File: src/rtl/rsp_pkg.sv
package rsp_pkg;

    // Allowed window of the stretch interval, in milliseconds
    localparam int unsigned STRETCH_MIN_MS = 140;
    localparam int unsigned STRETCH_NOM_MS = 200;
    localparam int unsigned STRETCH_MAX_MS = 280;

    // Progress of the stretch timer
    typedef enum logic [1:0] {
        PH_HOLD    = 2'd0,  // a cause is present, count held at zero
        PH_STRETCH = 2'd1,  // causes clear, counting up
        PH_DONE    = 2'd2   // terminal count reached, reset released
    } phase_e;

    // Active-high view of each reset cause
    typedef struct packed {
        logic supply;
        logic manual;
    } cause_t;

    function automatic int unsigned cycles_for_ms(input int unsigned ms,
                                                  input int unsigned clk_khz);
        return ms * clk_khz;
    endfunction

    function automatic logic any_cause(input cause_t c);
        return c.supply | c.manual;
    endfunction

endpackage

File: src/rtl/rsp_sync.sv
module rsp_sync #(
    parameter int STAGES = 2
) (
    input  logic clk,
    input  logic rst,
    input  logic d,
    output logic q
);
    generate
        if (STAGES == 0) begin : g_bypass
            assign q = d;
        end else begin : g_chain
            logic [STAGES-1:0] sh;
            always_ff @(posedge clk) begin
                if (rst) begin
                    sh <= '1;                 // idle level: no request
                end else begin
                    sh[0] <= d;
                    for (int i = 1; i < STAGES; i++) begin
                        sh[i] <= sh[i-1];
                    end
                end
            end
            assign q = sh[STAGES-1];
        end
    endgenerate
endmodule

File: src/rtl/rsp_timer.sv
module rsp_timer
    import rsp_pkg::*;
#(
    parameter int unsigned STRETCH_CYCLES = 20,
    parameter int unsigned CNT_W          = $clog2(STRETCH_CYCLES + 1)
) (
    input  logic             clk,
    input  logic             rst,
    input  logic             hold,
    output logic [CNT_W-1:0] cnt,
    output logic             done,
    output phase_e           phase
);
    localparam logic [CNT_W-1:0] TERMINAL = CNT_W'(STRETCH_CYCLES);

    always_ff @(posedge clk) begin
        if (rst || hold) begin
            cnt <= '0;
        end else if (cnt != TERMINAL) begin
            cnt <= cnt + 1'b1;
        end
    end

    assign done = (cnt == TERMINAL);

    always_comb begin
        if (hold)      phase = PH_HOLD;
        else if (done) phase = PH_DONE;
        else           phase = PH_STRETCH;
    end
endmodule

File: src/rtl/rsp_outdrv.sv
module rsp_outdrv
    import rsp_pkg::*;
(
    input  logic   rst,
    input  cause_t cause,
    input  phase_e phase,
    output logic   sys_rst_n,
    output logic   sys_rst
);
    logic active;

    // Causes feed the output directly, so assertion never waits on the timer
    always_comb begin
        active = rst | any_cause(cause) | (phase != PH_DONE);
    end

    assign sys_rst   = active;
    assign sys_rst_n = ~active;
endmodule

File: src/rtl/supply_reset_stretch.sv
module supply_reset_stretch
    import rsp_pkg::*;
#(
    parameter int unsigned CLK_KHZ        = 50_000,
    parameter int unsigned STRETCH_CYCLES = cycles_for_ms(STRETCH_NOM_MS, CLK_KHZ),
    parameter int          SYNC_STAGES    = 2
) (
    input  logic clk,
    input  logic rst,
    input  logic supply_low,
    input  logic man_rst_n,
    output logic sys_rst_n,
    output logic sys_rst
);
    localparam int unsigned CNT_W = $clog2(STRETCH_CYCLES + 1);

    logic             man_q;
    cause_t           cause;
    logic             cause_any;
    logic [CNT_W-1:0] stretch_cnt;
    logic             stretch_done;
    phase_e           phase;

    rsp_sync #(.STAGES(SYNC_STAGES)) u_sync (
        .clk (clk),
        .rst (rst),
        .d   (man_rst_n),
        .q   (man_q)
    );

    always_comb begin
        cause.supply = supply_low;
        cause.manual = ~man_q;
        cause_any    = any_cause(cause);
    end

    rsp_timer #(
        .STRETCH_CYCLES(STRETCH_CYCLES),
        .CNT_W         (CNT_W)
    ) u_timer (
        .clk   (clk),
        .rst   (rst),
        .hold  (cause_any),
        .cnt   (stretch_cnt),
        .done  (stretch_done),
        .phase (phase)
    );

    rsp_outdrv u_out (
        .rst       (rst),
        .cause     (cause),
        .phase     (phase),
        .sys_rst_n (sys_rst_n),
        .sys_rst   (sys_rst)
    );
endmodule

File: config.mk
export PLATFORM = sky130hd
export DESIGN_NAME = supply_reset_stretch
export DESIGN_NICKNAME = d
export VERILOG_FILES = /design/src/rtl/rsp_pkg.sv /design/src/rtl/rsp_sync.sv /design/src/rtl/rsp_timer.sv /design/src/rtl/rsp_outdrv.sv /design/src/rtl/supply_reset_stretch.sv
export SDC_FILE = /design/constraint.sdc
export NUM_CORES = 1
export LEC_CHECK = 0
export ABC_AREA = 1
export BUFFER_PORTS_ARGS = -buffer_cell sky130_fd_sc_hd__buf_2
export CELL_PAD_IN_SITES_DETAIL_PLACEMENT = 0
export CELL_PAD_IN_SITES_GLOBAL_PLACEMENT = 1
export CORE_MARGIN = 2
export CORE_UTILIZATION = 35
export DETAILED_ROUTE_END_ITERATION = 7
export GPL_TIMING_DRIVEN = 0
export PLACE_DENSITY = 0.65
export SYNTH_ARGS = -nofsm -noshare
export SYNTH_HDL_FRONTEND = slang
export SYNTH_SLANG_ARGS = --single-unit
export TNS_END_PERCENT = 100
File: constraint.sdc
create_clock -name clk -period 3.6 [get_ports clk]
set_input_delay 0.72 -clock clk [delete_from_list [all_inputs] [get_ports clk]]
set_output_delay 0.72 -clock clk [all_outputs]
set_load 0.05 [all_outputs]
Word-level counts from Yosys, hierarchy flattened --
Index checks and enable logic that the tools add are counted.
Cells by class: $lt $le $gt $ge 0, equality and inequality tests 3, div/mod/pow operators 0, $mul 0, shift operators 0, bitwise gates (word level) 5, add/subtract/negate cells 1, multiplexer cells 2, reduce and logical (&&, ||, !) cells 1
Operators by type and width (count):
- $add A24 B1 Y24 const B | 1
- $eq A24 B24 Y1 const B | 1
- $ne A24 B24 Y1 const B | 1
- $mux W2 | 2
- $or A1 B1 Y1 | 3
- $ne A2 B2 Y1 const B | 1
- $not A1 Y1 | 2
- $logic_or A1 B1 Y1 | 1
Storage, ports and cells: register bits 26, bits in read-only memories 0, bits in latches 0, input bits 4, output and inout bits 2, word-level logic and storage cells 14, memories 0, memory bits (writable) 0

Longest topological paths before layout --
depth after elaboration 6, gate-level depth with buffers 8, gate-level depth less buffers 8

Hierarchy --
From an unflattened synthesis, not the netlist that was laid out.
Second synthesis, totals: cell total of the unflattened synthesis 237, area, all modules 1502.7 µm²
By module, submodules not included:
- rsp_timer | area each 1395.1 µm², cells an instance 218, seq. area each 480.5 µm², instances 1
- rsp_sync | area each 58.8 µm², cells an instance 7, seq. area each 40.0 µm², instances 1
- rsp_outdrv | area each 37.5 µm², cells an instance 9, seq. area each 0.0 µm², instances 1
- supply_reset_stretch | area each 11.3 µm², cells an instance 3, seq. area each 0.0 µm², instances 1

Least setup slack after synthesis --
OpenSTA, ideal clock, no wires.
kind input to output, start input supply_low, end output sys_rst_n, arrival time 2.056 ns, slack 0.824 ns, path buffers 0, cell stages on the path 3, data required time 2.880 ns, cells stage by stage nor3_4 nand4_1 inv_1
Between the ends: word-level cells in the longest chain between the ends 5, elaborated cells between the ends (all ways) 6, those cells by class 1 x eq/ne; 1 x mux; 4 x bitwise
RTL lines:
- start, declared | RTL line supply_reset_stretch.sv:10 | input logic supply_low,
- $or A1 B1 Y1 * | RTL line rsp_pkg.sv:27 | return c.supply | c.manual;
- $mux W2 | RTL line rsp_timer.sv:27 | if (hold) phase = PH_HOLD;
- $ne A2 B2 Y1 | RTL line rsp_outdrv.sv:14 | active = rst | any_cause(cause) | (phase != PH_DONE);
- $or A1 B1 Y1 * | RTL line rsp_outdrv.sv:14
- net sys_rst | RTL line supply_reset_stretch.sv:13 | output logic sys_rst
- $not A1 Y1 * | RTL line rsp_outdrv.sv:18 | assign sys_rst_n = ~active;
- end, declared | RTL line supply_reset_stretch.sv:12 | output logic sys_rst_n,
Mark *: on every way through the listed nets, which the timed path passes. The rest lies on a longest branch.

Worst setup path after layout --
start register u_timer.cnt[0], end output sys_rst_n
Between the ends: word-level cells in the longest chain between the ends 6
RTL lines:
- start, declared | RTL line rsp_timer.sv:10 | output logic [CNT_W-1:0] cnt,
- start signal, assigned | RTL line rsp_timer.sv:20 | cnt <= cnt + 1'b1;
- $eq A24 B24 Y1 | RTL line rsp_timer.sv:24 | assign done = (cnt == TERMINAL);
- $mux W2 | RTL line rsp_timer.sv:28 | else if (done) phase = PH_DONE;
- $mux W2 | RTL line rsp_timer.sv:27
- $ne A2 B2 Y1 | RTL line rsp_outdrv.sv:14
- $or A1 B1 Y1 | RTL line rsp_outdrv.sv:14
- $not A1 Y1 | RTL line rsp_outdrv.sv:18
No other way between the ends.

==> metrics.md <==
| Metric | Value |
|---|---|
| HP Class | register to register |
| Layout Skew | 9.20 ps |
| Final Slew Violations | 0 |
| Tot Pwr | 559 uW |
| Final period demand of the worst path | 2380 ps |
| Final setup TNS | 0 ps |
| Post-synthesis sequential area ratio | 0.347 |
| Die height | 69.4 um |
| Yosys top cell area share | 0.347 |
| Area Overhead vs Synth | 10.6% |
| WL final | 3440 um |
| Commonest non-fill, non-tap cell in the layout | nand2_1 |
| Mux share of post-synthesis cell area | 0 |
| Antenna violations before repair | 0 |
| Critical path data arrival time | 1660 ps |
| Fin crit share | 0.661 |
| Simple-Gate Fraction of Synth Area | 0.451 |
| Largest stage delay, worst path | 390 ps |
| Crit Path Category | register to primary output |
| Worst setup EP type | primary output |
| Post-synthesis compound-gate area fraction | 0.0960 |
| GRT overflow | 0 |
| Worst vdd ir | 0.153 mV |
| Biggest area consumer among synthesized cells | dfxtp_1 |
| CTS Hold Bufs | 0 |
| PwrDens | 337 nW/um^2 |
| Mapped cell area | 1500 sq um |
| CP cell instances | inv_1 -> ha_1 -> nand3_1 -> nor2_1 -> nand4_1 -> inv_1 -> buf_2 |
| Port Buffers | 5 |
| DRT antenna net count | 0 |
| DR iter-0 viols | 38 |
| Cells after synthesis | 226 |
| Via count | 1365 |
| Root Buffer | clkbuf_8 |
| # DRC | 0 |
| CTS HTree Levels | 1 |
| Clk_lat worst skew | 280 ps |
| F_max | 420 MHz |
| Commonest cells after routing, fill and taps aside | nand2_1, nor2_1, inv_1 |
| WL/cell | 12.1 um |
| Total clock sinks | 26 |
| Worst-Margin Slew | 342 ps |
| TritonCTS clock tree | yes |
| Total GRT Usage | 0.155 |
| Total core area | 4060 sq um |
| Top-level I/O count | 6 |
| Util after Layout | 0.409 |
| Layout Nets | 242 |
| Die area | 4820 sq um |
| Gpl congestion | 0.768 |
| Crit path launch type | register |
| Seq cells post-synth | 26 |
| Vias per std cell | 4.79 |
| Fillers | 443 |
| Final setup viols | 0 |
| Top cell by count, worst path | inv_1 |
| Resized Gates After CTS | 0 |
| Fraction of layout instances using a drive strength above 1 | 0.174 |
| Largest cells by area after synthesis | dfxtp_1, nand2_1, nor2_1 |
| Std-Cell Rows | 23 |
| Placed instance count | 281 |
| Adder-Cell Fraction of Synth Area | 0.0167 |
| Die span in x | 69.4 um |
| Worst Path Max Fanout | 7 |
| Synth cell types | 24 |
| Fin cells | 285 |
| Status | complete, no violations |
| CTS clock-pin slew for the worst setup and hold paths | 100 ps |
| Max-slew headroom | 0.771 |
| Vias in the first global route | 1329 |
| Area share of xor/xnor cells in the synthesized design | 0.00584 |
| First-pass GRT wire length | 6020 um |
| Starting Density | 0.369 |
| Worst Path Required | 2880 ps |
| Clk buf depth | 2 |
| Largest family of logic cells by synthesized area | simple AND/OR/NAND/NOR gates |
| Hold violation total from the final report | 0 |
| Leakage | 0.558 nW |
| Setup repair after global routing missed its margin | false |
| Max-cap violation count | 0 |
| Largest net degree at the start of global routing | 16 |
| DP HPWL | 2750 um |
| Syn. warnings | 0 |
| Post-CTS Setup Repair Bufs | 0 |
| Diodes inserted | 0 |
| Pre-Repair DR Iteration Count | 4 |
| Syn Area/Cell | 6.63 sq um |
| Post-Synthesis Net Count | 232 |
| Slowest stage cell, crit path | dfxtp_1 |
| Total CTS buffers | 3 |
[through the flow]
stage	worst slack, ps	hold slack (ps)	instance area, sq um
after floorplan	824	389	1500
after global placement	1250	399	1590
after detailed placement	1240	421	1590
after CTS	1200	449	1660
after global routing	1080	454	1660
final	1220	442	1660
[worst paths after layout]
kind,start,endpoint,slack (ps),cells after the start
max,u_timer.cnt[0],sys_rst_n,1220,7
min,u_sync.g_chain.sh[0],u_sync.g_chain.sh[1],440,1
max reg2reg,u_timer.cnt[0],u_timer.cnt[14],2050,8
min reg2reg,u_sync.g_chain.sh[0],u_sync.g_chain.sh[1],440,1
[cells by family (layout without fill, tap and decap cells)]
group           Yosys count  count (layout)
compound gates           28              28
xor+xnor                  1               1
fa+ha+maj                 2               2
buf+inv                  33              42
flops                    26              26
simple gates            136             136
[worst max-delay path: cells and delay by family, from the launching register on]
| family | cells | cell delay (ps) |
|---|---|---|
| buffers and inverters | 3 | 420 |
| DFF | 1 | 390 |
| and+or+nand+nor | 3 | 420 |
| adders and majority gates | 1 | 150 |
[report_power, final]
| group | total (mW) | internal, mW | switching, mW |
|---|---|---|---|
| logic | 0.0189 | 0.00669 | 0.0122 |
| clock network | 0.248 | 0.149 | 0.0993 |
| registers | 0.292 | 0.289 | 0.00217 |
[cell usage after synthesis, drive strengths merged]
master,n
or2,4
clkinv,1
dfxtp,26
nand3,12
nand3b,1
ha,2
inv,31
xnor2,1
o21ai,9
nor3,1
buf,1
nor2,46
nand4,9
nand2,63
a21oi,19
[metal layers]
metal,wire length (um),part of all wire,GRT usage
met4,71,0.021,0.0566
met5,0,0,0
met1,1730,0.50,0.206
met3,74,0.021,0.0189
met2,1570,0.46,0.255
[flip-flops by register name, summed over array words and instances (netlist names)]
name               cells
u_timer.cnt           24
u_sync.g_chain.sh      2
[cell type report]
| type | count | area (sq um) | share of cell area |
|---|---|---|---|
| repair buffers | 5 | 25.0 | 0.0151 |
| clock buffers | 3 | 41.3 | 0.0249 |
| inverters | 32 | 120 | 0.0725 |
| flip-flops and latches | 26 | 520 | 0.314 |
| clock inverters | 1 | 30.0 | 0.0181 |
| multi-input cells | 167 | 853 | 0.515 |
| well taps | 50 | 62.6 | 0.0377 |
| plain buffers | 1 | 5.00 | 0.00302 |
(Power assumes the default switching activity.)
